### config.mk
export PLATFORM = sky130hd
export DESIGN_NAME = sop_array
export DESIGN_NICKNAME = d
export VERILOG_FILES = /design/src/rtl/sop_pkg.sv /design/src/rtl/sop_fuse_chain.sv /design/src/rtl/sop_pterm.sv /design/src/rtl/sop_macro.sv /design/src/rtl/sop_array.sv
export SDC_FILE = /design/constraint.sdc
export NUM_CORES = 2
export LEC_CHECK = 0
export ABC_AREA = 1
export BUFFER_PORTS_ARGS = -buffer_cell sky130_fd_sc_hd__buf_2
export CORE_MARGIN = 10
export CORE_UTILIZATION = 31
export DETAILED_ROUTE_END_ITERATION = 16
export PLACE_DENSITY = 0.52
export SYNTH_ARGS = -nofsm -noshare
export SYNTH_HDL_FRONTEND = slang
export SYNTH_SLANG_ARGS = --single-unit
### constraint.sdc
create_clock -name clk -period 2.1 [get_ports clk]
set_input_delay 0.21 -clock clk [delete_from_list [all_inputs] [get_ports clk]]
set_output_delay 0.21 -clock clk [all_outputs]
set_load 0.02 [all_outputs]
### src/rtl/sop_pkg.sv
package sop_pkg;
  // registered view of one driven pad, fed back into the array
  typedef struct packed {
    logic en;
    logic val;
  } pad_fb_t;
endpackage

### src/rtl/sop_fuse_chain.sv
module sop_fuse_chain #(
  parameter int W = 2048
) (
  input  logic         clk,
  input  logic         rst_n,
  input  logic         shift,
  input  logic         din,
  output logic [W-1:0] fuse
);
  always_ff @(posedge clk or negedge rst_n) begin
    if (!rst_n)     fuse <= '1;
    else if (shift) fuse <= {din, fuse[W-1:1]};
  end
endmodule

### src/rtl/sop_pterm.sv
module sop_pterm #(
  parameter int N_ARR = 16
) (
  input  logic [2*N_ARR-1:0] fuse_row,
  input  logic [N_ARR-1:0]   arr,
  output logic               term
);
  logic [N_ARR-1:0] keep;
  always_comb begin
    for (int j = 0; j < N_ARR; j++) begin
      keep[j] = (~fuse_row[2*j] | arr[j]) & (~fuse_row[2*j+1] | ~arr[j]);
    end
  end
  assign term = &keep;
endmodule

### src/rtl/sop_macro.sv
module sop_macro #(
  parameter int N_ARR = 16,
  parameter int TPO   = 8
) (
  input  logic [TPO*2*N_ARR-1:0] fuse_blk,
  input  logic [N_ARR-1:0]       arr,
  output logic                   sum_n,
  output logic                   oe_term
);
  localparam int ROW = 2 * N_ARR;
  logic [TPO-1:0] terms;

  for (genvar t = 0; t < TPO; t++) begin : g_term
    sop_pterm #(.N_ARR(N_ARR)) u_term (
      .fuse_row(fuse_blk[t*ROW +: ROW]),
      .arr     (arr),
      .term    (terms[t])
    );
  end

  assign sum_n   = ~|terms[TPO-2:0];
  assign oe_term = terms[TPO-1];
endmodule

### src/rtl/sop_array.sv
module sop_array #(
  parameter int IN_ONLY  = 10,
  parameter int BIDIR    = 6,
  parameter int OUT_ONLY = 2,
  parameter int OR_TERMS = 7
) (
  input  logic                      clk,
  input  logic                      rst_n,
  input  logic                      cfg_en,
  input  logic                      cfg_bit,
  input  logic [IN_ONLY-1:0]        in_pins,
  input  logic [BIDIR-1:0]          io_in,
  output logic [BIDIR+OUT_ONLY-1:0] drv_val,
  output logic [BIDIR+OUT_ONLY-1:0] drv_en
);
  import sop_pkg::*;

  localparam int N_ARR  = IN_ONLY + BIDIR;
  localparam int N_OUT  = BIDIR + OUT_ONLY;
  localparam int TPO    = OR_TERMS + 1;
  localparam int N_LIT  = 2 * N_ARR;
  localparam int BLK    = TPO * N_LIT;
  localparam int FUSE_W = N_OUT * BLK;

  logic [FUSE_W-1:0] fuse_q;
  pad_fb_t [BIDIR-1:0] fb_q;
  logic [BIDIR-1:0] pad_view;
  logic [N_ARR-1:0] arr;
  logic [N_OUT-1:0] sum_n;
  logic [N_OUT-1:0] oe_term;

  sop_fuse_chain #(.W(FUSE_W)) u_chain (
    .clk  (clk),
    .rst_n(rst_n),
    .shift(cfg_en),
    .din  (cfg_bit),
    .fuse (fuse_q)
  );

  // feedback taken one clock late so no combinational loop forms
  always_ff @(posedge clk or negedge rst_n) begin
    if (!rst_n) begin
      fb_q <= '0;
    end else begin
      for (int k = 0; k < BIDIR; k++) begin
        fb_q[k].en  <= drv_en[k];
        fb_q[k].val <= drv_val[k];
      end
    end
  end

  always_comb begin
    for (int k = 0; k < BIDIR; k++) begin
      pad_view[k] = fb_q[k].en ? fb_q[k].val : io_in[k];
    end
  end

  assign arr = {pad_view, in_pins};

  for (genvar o = 0; o < N_OUT; o++) begin : g_out
    sop_macro #(.N_ARR(N_ARR), .TPO(TPO)) u_macro (
      .fuse_blk(fuse_q[o*BLK +: BLK]),
      .arr     (arr),
      .sum_n   (sum_n[o]),
      .oe_term (oe_term[o])
    );
  end

  assign drv_val = sum_n;
  assign drv_en  = oe_term & ~{N_OUT{cfg_en}};
endmodule

==> results.yml <==
clock_network:
  clk_pin_slew_ns: 0.06
  h-tree-depth: 4
  clock_latency_ns: 0.92
  cts_tree: "yes"
  cts_inserted_buffers: 232
  clock_sinks: 2060
  cts_buffer_depth: 4
  clock-root-buffer: "clkbuf_16"
pwr:
  p_per_area_mw_per_mm2: 1030
  ir_worst_vdd_uv: 721
  total_power_mw: 116
  p_leak_nw: 47.7
yosys:
  synth_seq_cells: 2060
  synth_nets: 11600
  yosysMostFrequentCell: "nand2_1"
  synth.yosys.seq_area_share_pct: 57.8
  synth_area_per_cell_um2: 8.12
  synth_top_area_share_pct: 57.5
  synth_edf_count: 0
  synth_commonest_cells: "nand2_1 (5091), dfstp_2 (2048), o21ai_0 (1857), inv_1 (786), nor2_1 (536)"
  syn_inst: 11500
  ys_types: 31
  synth_area_leaders: "dfstp_2 (57%), nand2_1 (20%), o21ai_0 (9.9%)"
  syn_area_mm2: 0.0936
  synth_ff_type: "dfstp_2"
  async_flop_share_pct: 100
  yosys.area.top_type: "dfstp_2"
  yosys_warnings: 0
sta:
  final-setup-viol-count: 18
  slew_viol_final: 0
  hold_viol: 0
  finalWorstSetupSlack_ns: -1.06
  min_period_ns: 3.16
  worst_pin_slew_ns: 1.14
  whs_ns: 0.238
  timing.fmax_mhz: 316
  period_share_pct: 151
  timing.slew.headroom_pct: 24.0
  fin_skew_ns: 0.0879
  grt_setup_unrepaired: "true"
die:
  coreArea_mm2: 0.300
  die_y_um: 570
  dieWidth_um: 570
  fp-row-count: 201
  io_pins: 36
  die_area_mm2: 0.324
  start_util_pct: 31.2
layout:
  fillCellCount: 30800
  multi_input_area_mm2: 0.0343
  drive_above_1_share_pct: 28.3
  postLayoutCellArea_mm2: 0.112
  fin_nets: 11900
  syn_to_final_growth_pct: 19.9
  seq_area_mm2: 0.0541
worst_setup_path:
  start_kind: "register"
  crit_path_end_kind: "output port"
  crit_arrival_ns: 2.95
  crit_type: "reg -> out"
  r2r_start: "fb_q[1]"
  critical_path.max_fanout: 5
  critPathLaunch: "fb_q[9]"
  worstPathRequired_ns: 1.89
global_routing:
  gr-total-overflow: 0
  antenna_found_initial: 9
  grt_pass1_wl_um: 438000
  first_global_vias: 71200
  track_usage_pct: 16.8
  grt_max_degree: 176
placement:
  placed_area_mm2: 0.103
  dpl_worst_slack_ns: -0.705
  place_congestion: 0.814
  dp.final_hpwl_um: 187000
  portBuffers: 35
route:
  viasPerCell: 4.59
  via_count: 73500
  drt_iter0_drc: 5483
  ant_nets: 0
  routed_wirelength_um: 279000
  drcViolationCount: 0
  wl_per_cell_um: 17.4
  first_pass_iters: 5
worst_hold_path:
  min_path_type: "in -> async"
outcome:
  violations: "negative setup slack"
  outcome: "finished, violations left"
job:
  cap_violations: 0
path summary, 6_finish.rpt:
path / slack (ns) / depth (start not counted) / to
setup / recovery: -1.06 / 13 / drv_val[1]
hold / removal: 0.24 / 3 / fb_q[4]
setup reg to reg: -0.12 / 15 / fb_q[8]
hold reg to reg: 0.41 / 2 / u_chain.fuse[1279]
max in group asynchronous: 1.17 / 5 / u_chain.fuse[444]
min in group clk: 0.25 / 6 / fb_q[7]
stage by stage:
stage / TNS [ns] / instances / utilization, %
global route: -17.47 / 16000 / 37.4
global placement: -8.30 / 15500 / 34.2
finish: -15.20 / 16000 / 37.4
CTS: -17.28 / 16000 / 37.1
detailed placement: -8.34 / 15500 / 34.2
floorplan: 0 / 11500 / -
sequential cells by signal, indices dropped and copies added, names as in the netlist:
name          flops
u_chain.fuse   2048
fb_q             12
critical path, stage by stage, from the launching register on:
cell and delay [ns]:
dfrtp_1 0.40, nand2_2 0.15, buf_4 0.18, buf_12 0.13, buf_4 0.16, nand3_1 0.08
nand2_1 0.09, nor2_1 0.06, nand3_2 0.11, nor2_1 0.07, nor2_2 0.15, nand2_2 0.10
nor2_4 0.17, buf_6 0.17
cell type report:
type	count	share of cell area [%]
repair buffers	780	7.58
inverters	796	2.67
diodes	5	0.0111
flip-flops and latches	2060	48.2
clock inverters	60	0.564
clock buffers	345	6.02
multi-input cells	7988	30.5
well taps	3958	4.41
report_power, final:
part / internal, mW / switching [mW] / total (mW)
registers: 50.9 / 4.33 / 55.3
clock network: 23.1 / 17.0 / 40.1
logic: 7.80 / 13.0 / 20.8
placed cells by master (no fill, tap or decap), types with 48 or more instances in the layout:
| master | Yosys | layout |
|---|---|---|
| clkbuf_1 | 212 | 60 |
| nor2_2 | 0 | 48 |
| clkbuf_8 | 0 | 53 |
| nand4_1 | 49 | 49 |
| nor2_1 | 536 | 446 |
| nand3_1 | 320 | 277 |
| inv_1 | 786 | 783 |
| buf_6 | 11 | 66 |
| clkbuf_16 | 0 | 236 |
| o21ai_0 | 1857 | 1847 |
| buf_4 | 33 | 509 |
| nand2_1 | 5091 | 5039 |
| dfstp_2 | 2048 | 2048 |
| buf_12 | 0 | 169 |
per-layer routing:
layer / share of wire, % / wire, um / GRT usage, %
met3: 4.1 / 11600 / 2.20
met1: 48 / 135000 / 24.5
met4: 2.6 / 7270 / 4.05
met2: 45 / 125000 / 26.5
met5: 0 / 0 / 0
cells by family after synthesis:
logic type	after synthesis	synth area share (%)
and+or+nand+nor	6028	24.8
DFF	2060	57.8
AOI/OAI and AO/OA	1959	10.6
buffers and inverters	1483	6.74
muxes	1	0.0107
what timing repair did:
action,4_1_cts,5_1_grt
cloned,4,4
setup endpoints to repair,26,476
gates resized for setup,241,182
endpoints found under the hold margin,1536,0
hold buffers,7,0
pin swaps,50,106
buffers inserted,34,28
(Power assumes the default switching activity.)
